File: config.mk
export PLATFORM = sky130hd
export DESIGN_NAME = spi_cmd_ctrl
export DESIGN_NICKNAME = d
export VERILOG_FILES = /design/src/rtl/spi_cmd_ctrl.sv
export SDC_FILE = /design/constraint.sdc
export NUM_CORES = 1
export LEC_CHECK = 0
export ABC_CLOCK_PERIOD_IN_PS = 2250
export BUFFER_PORTS_ARGS = -buffer_cell sky130_fd_sc_hd__clkbuf_2
export CORE_MARGIN = 5
export CORE_UTILIZATION = 50
export CTS_BUF_LIST = sky130_fd_sc_hd__clkbuf_2
export CTS_CLUSTER_SIZE = 25
export DETAILED_ROUTE_END_ITERATION = 8
export PLACE_DENSITY = 0.78
export RECOVER_POWER = 25
export SKIP_LAST_GASP = 1
export SLEW_MARGIN = 5
export SYNTH_ARGS = -nofsm -noshare
export SYNTH_HDL_FRONTEND = slang
export SYNTH_SLANG_ARGS = --single-unit
File: constraint.sdc
create_clock -name clk -period 2.25 [get_ports clk]
set_input_delay 0.225 -clock clk [delete_from_list [all_inputs] [get_ports clk]]
set_output_delay 0.225 -clock clk [all_outputs]
set_load 0.01 [all_outputs]
File: src/rtl/spi_cmd_ctrl.sv
module spi_cmd_ctrl #(
  parameter int AW      = 16,
  parameter int IAB_BIT = 0
) (
  input  logic          clk,
  input  logic          rst_n,
  input  logic          sclk,
  input  logic          ss_n,
  input  logic          mosi,
  output logic          miso,
  input  logic          ovf_in,
  input  logic          eom_in,
  input  logic [AW-1:0] row_addr_in,
  output logic          stb_pwrup,
  output logic          stb_play,
  output logic          stb_rec,
  output logic          stb_setplay,
  output logic          stb_setrec,
  output logic          stb_setmc,
  output logic          addr_load,
  output logic [AW-1:0] addr_out,
  output logic [AW-1:0] cfg0,
  output logic [AW-1:0] cfg1
);
  localparam int OPW = 8;
  localparam int FW  = OPW + AW;
  localparam int CW  = $clog2(FW + 2);
  localparam int TW  = AW + 2;
  localparam logic [CW-1:0] CNT_SAT = CW'(FW + 1);
  localparam logic [CW-1:0] CNT_OP  = CW'(OPW);
  localparam logic [CW-1:0] CNT_FR  = CW'(FW);

  logic [2:0]      sclk_q, ss_q;
  logic [1:0]      mosi_q;
  logic [FW-1:0]   rx;
  logic [CW-1:0]   cnt;
  logic [TW-1:0]   tx;
  logic [AW-1:0]   shadow;

  wire sck_rise = sclk_q[1] & ~sclk_q[2];
  wire sck_fall = ~sclk_q[1] & sclk_q[2];
  wire sel      = ~ss_q[1];
  wire ss_fall  = ~ss_q[1] & ss_q[2];
  wire ss_rise  = ss_q[1] & ~ss_q[2];

  wire [OPW-1:0] op  = rx[OPW-1:0];
  wire [AW-1:0]  arg = rx[FW-1:OPW];
  wire len_full  = (cnt == CNT_FR);
  wire len_short = (cnt == CNT_OP) | len_full;

  wire is_pu  = op == 8'h60;
  wire is_pl  = op == 8'hF0;
  wire is_rc  = op == 8'hB0;
  wire is_sp  = op == 8'hE0;
  wire is_sr  = op == 8'hA0;
  wire is_mc  = op == 8'hE8;
  wire is_lc0 = (op & 8'hDF) == 8'h42;
  wire is_lc1 = (op & 8'hDF) == 8'h44;
  wire is_set = is_sp | is_sr | is_mc;

  wire go_short = ss_rise & len_short;
  wire go_full  = ss_rise & len_full;

  assign miso = tx[0];

  always_ff @(posedge clk or negedge rst_n) begin
    if (!rst_n) begin
      sclk_q <= '0;
      ss_q   <= '1;
      mosi_q <= '0;
    end else begin
      sclk_q <= {sclk_q[1:0], sclk};
      ss_q   <= {ss_q[1:0], ss_n};
      mosi_q <= {mosi_q[0], mosi};
    end
  end

  always_ff @(posedge clk or negedge rst_n) begin
    if (!rst_n) begin
      rx  <= '0;
      cnt <= '0;
    end else if (ss_fall) begin
      cnt <= '0;
    end else if (sel && sck_rise) begin
      if (cnt < CNT_FR) rx[cnt] <= mosi_q[1];
      if (cnt != CNT_SAT) cnt <= cnt + 1'b1;
    end
  end

  always_ff @(posedge clk or negedge rst_n) begin
    if (!rst_n)
      tx <= '0;
    else if (ss_fall)
      tx <= {row_addr_in, eom_in, ovf_in};
    else if (sel && sck_fall)
      tx <= tx >> 1;
  end

  always_ff @(posedge clk or negedge rst_n) begin
    if (!rst_n) begin
      stb_pwrup   <= 1'b0;
      stb_play    <= 1'b0;
      stb_rec     <= 1'b0;
      stb_setplay <= 1'b0;
      stb_setrec  <= 1'b0;
      stb_setmc   <= 1'b0;
      addr_load   <= 1'b0;
      addr_out    <= '0;
      cfg0        <= '0;
      cfg1        <= '0;
      shadow      <= '0;
    end else begin
      stb_pwrup   <= go_short & is_pu;
      stb_play    <= go_short & is_pl;
      stb_rec     <= go_short & is_rc;
      stb_setplay <= go_full & is_sp;
      stb_setrec  <= go_full & is_sr;
      stb_setmc   <= go_full & is_mc;
      addr_load   <= go_full & is_set & ~cfg0[IAB_BIT];
      if (go_full && is_set && !cfg0[IAB_BIT]) addr_out <= arg;
      if (go_full && is_lc0) shadow <= arg;
      if (go_full && is_lc1) begin
        cfg1 <= arg;
        cfg0 <= shadow;
      end
    end
  end
endmodule


==> flow_metrics.py <==
metrics = {
    "worst_setup_path": {
        "cp_cell_sequence": "inv_1 > ha_2 > and4bb_2 > nand3b_1 > or4_4 > buf_8 > mux2_2",
        "r2r_slack_ns": 0.08,
        "worstSetupPathType": "reg -> reg",
        "worst_r2r_endpoint": "addr_out[13]",
        "crit_cells": 7,
        "r2r-start": "cnt[1]",
        "crit_start": "cnt[1]",
        "path_buf_inv": 2,
        "worstRegToRegCells": 7,
        "path_max_fanout": 16,
        "worst_path_max_delay_cell": "or4_4",
        "crit_required_ns": 2.76,
        "cpPeakStageDelay_ns": 0.50,
        "endpoint_kind": "flop",
        "setup.worst_path.end": "addr_out[13]",
        "arrival_ns": 2.68,
        "crit_family": "simple AND/OR/NAND/NOR gates",
        "crit_path_start_kind": "flop",
    },
    "sta": {
        "finClkSkew_ns": 0.0397,
        "whs_ns": 0.224,
        "fmax_mhz": 460,
        "post-route-period-util": 0.966,
        "final.min_clock_period_ns": 2.17,
        "hold_viol_final": 0,
        "max_slew_margin": 0.338,
        "setup_viol": 0,
        "max_slew.worst_pin.slew_ns": 0.992,
        "setup_ws_ns": 0.0775,
        "drv_slew": 0,
    },
    "finish": {
        "layout-drive-gt1-share": 0.442,
        "postLayoutCoreUtil": 0.618,
        "layout_common_cells": "dfrtp_1, clkbuf_2, mux2_2, nand2_1, dlygate4sd3_1",
        "ff_latch_area_sq_mm": 0.00316,
        "fillCellCount": 805,
        "areaGrowthSynthToFinish_pct": 22.6,
        "multi_input_area_sq_mm": 0.00189,
        "fin_area_sq_mm": 0.00629,
        "final_common_cell": "dfrtp_1",
        "finalNetCount": 521,
        "antennaDiodeCount": 0,
    },
    "synth": {
        "synth.distinct_cells": 42,
        "synth_top_family_by_area": "multiplexers",
        "synth_compound_area_frac": 0.0210,
        "syn_avg_cell_area_sq_um": 13.8,
        "synth-seq-cells": 126,
        "muxShareOfSynthArea": 0.230,
        "netlist_area_sq_mm": 0.00513,
        "synth_fa_ha_area_frac": 0.00975,
        "synthCells": 373,
        "synth-xor-area-share": 0.00512,
        "synth_fp_nets": 400,
        "ys_seq_area_frac": 0.615,
        "synth_simple_gate_area_frac": 0.0987,
        "synth_warnings": 0,
    },
    "clocking": {
        "clk_path_buf_depth": 2,
        "root_buffer": "clkbuf_2",
        "clkSinkCount": 126,
        "clkLatencyLatePin_ns": 0.64,
        "htree_levels": 4,
        "clk_pin_slew_ns": 0.18,
        "cts_buffers": 17,
        "cts_tree": "yes",
    },
    "power": {
        "ir_drop_mv": 0.519,
        "internal-power_mw": 3.21,
        "combPwrFrac": 0.065,
        "seqPwrFrac": 0.568,
        "power_density_mw_per_mm2": 675,
        "power.leakage_nw": 3.14,
        "power_mw": 4.25,
        "pwr-share-clk": 0.367,
        "p_sw_frac": 0.246,
        "p_switching_mw": 1.04,
    },
    "global_routing": {
        "grt_max_degree": 43,
        "overflow": 0,
        "grt_pass1_wl_microns": 17300,
        "grt_usage": 0.173,
        "antenna_found_initial": 0,
        "grt_pass1_vias": 3447,
    },
    "routing": {
        "met1_length_microns": 4480,
        "via_per_inst": 5.19,
        "wl_met2_microns": 5150,
        "top_layer": "met4",
        "drt_iter0_drc": 171,
        "vias": 3337,
        "drc": 0,
        "dr.pass1.iters": 5,
        "drtAntennaViolNets": 0,
        "wl_per_cell_microns": 15.8,
        "wl_met3_microns": 417,
        "routed_wl_microns": 10100,
    },
    "die": {
        "die_y_microns": 111,
        "start_util": 0.504,
        "die_area_sq_mm": 0.0124,
        "die_w_microns": 111,
        "core_area_sq_mm": 0.0102,
        "io_pins": 79,
        "row_count": 37,
    },
    "place": {
        "dp_worst_setup_slack_ns": 0.0860,
        "place_congestion": 0.784,
        "dp.final_hpwl_microns": 6750,
        "port_buffers": 78,
        "placed_area_sq_mm": 0.00580,
    },
    "worst_hold_path": {
        "hold_class": "in -> reg",
        "hp-start": "ss_n",
    },
    "flow_run": {
        "maxCapViolations": 0,
    },
    "outcome": {
        "status": "complete, no violations",
    },
}
==> how the worst min path moves through the flow <==
stage,to,slack (ns),cells after the start
after global routing,ss_q[0],0.14,2
after CTS,addr_out[7],0.05,2
after detailed placement,cfg0[1],0.24,1
after global placement,cfg0[2],0.24,1
after floorplan,addr_load,-0.07,0
final,ss_q[0],0.22,2
==> Yosys cell counts <==
cell type	count	area [sq um]
nor4_2	1	12.5
ha_1	4	50.1
nor2b_1	2	12.5
nor3b_1	5	37.5
o21ai_0	19	95.1
xor2_1	2	17.5
nand2b_1	2	12.5
mux2i_1	19	190
nand3b_1	2	15.0
mux2_1	2	22.5
a22oi_1	1	7.51
nor4_4	1	21.3
nand4b_1	1	8.76
buf_6	1	11.3
nand4_1	2	12.5
dfstp_2	3	78.8
buf_4	1	7.51
and3b_1	2	17.5
xnor2_1	1	8.76
or3b_2	1	8.76
nor4b_1	4	35.0
nor3_1	3	15.0
a21oi_1	1	5.00
or2b_1	1	7.51
buf_2	5	25.0
and4bb_2	1	12.5
nor4b_2	1	15.0
and2_1	1	6.26
nand3_1	4	20.0
nor2_1	9	33.8
clkbuf_2	1	5.00
inv_1	2	7.51
or4bb_1	1	11.3
clkbuf_1	8	30.0
nor4_1	2	12.5
or3_1	1	6.26
or4_1	1	7.51
dfrtp_1	123	3080
mux2_2	86	968
buf_1	1	3.75
nand2_1	44	165
buf_8	1	15.0
==> registers in the layout (all words and copies together) (netlist names) <==
register / count
rx: 24
cfg1: 16
stb_rec: 1
cfg0: 16
sclk_q: 3
shadow: 16
ss_q: 3
cnt: 5
addr_load: 1
stb_play: 1
stb_setmc: 1
stb_setplay: 1
mosi_q: 2
stb_pwrup: 1
stb_setrec: 1
addr_out: 16
tx: 18
==> final cells by class <==
cell class | count | area share
inverters | 2 | 0.00119
clock inverters | 15 | 0.0308
repair buffers | 120 | 0.125
well taps | 136 | 0.0270
clock buffers | 17 | 0.0135
multi-input cells | 227 | 0.301
flip-flops and latches | 126 | 0.501
==> what timing repair did <==
item | in CTS | in global routing
buffers inserted | 0 | 1
setup endpoints to repair | 0 | 48
hold endpoints to repair | 107 | 0
gates resized for setup | 0 | 5
hold buffers | 22 | 0
==> power groups by stage <==
stage | Clock [mW] | Combinational (mW) | Sequential, mW
final | 1.56 | 0.276 | 2.41
after global routing | 1.71 | 0.314 | 2.43
after CTS | 1.60 | 0.278 | 2.41
after detailed placement | 0 | 0.247 | 2.46
after global placement | 0 | 0.233 | 2.45
after floorplan | 0 | 0.140 | 2.43
==> per-stage QoR <==
stage / setup TNS (ns) / std cells
global route: -0.128 / 643
finish: 0 / 643
floorplan: 0 / 373
CTS: 0 / 642
global placement: 0 / 588
detailed placement: 0 / 588
==> kinds of logic after synthesis <==
logic type,Yosys count
flip-flops,126
XOR/XNOR,3
adder cells (fa/ha/maj),4
AO/OA/AOI/OAI,21
buffers and inverters,20
AND/OR/NAND/NOR,92
multiplexers,107
==> per-layer routing <==
layer / vias up / global-route usage
li1: 1568 / -
met1: 1693 / 0.223
met2: 63 / 0.286
met3: 13 / 0.0535
met4: 0 / 0.0462
met5: - / 0
No activity file was read; power rests on OpenSTA's default activity.
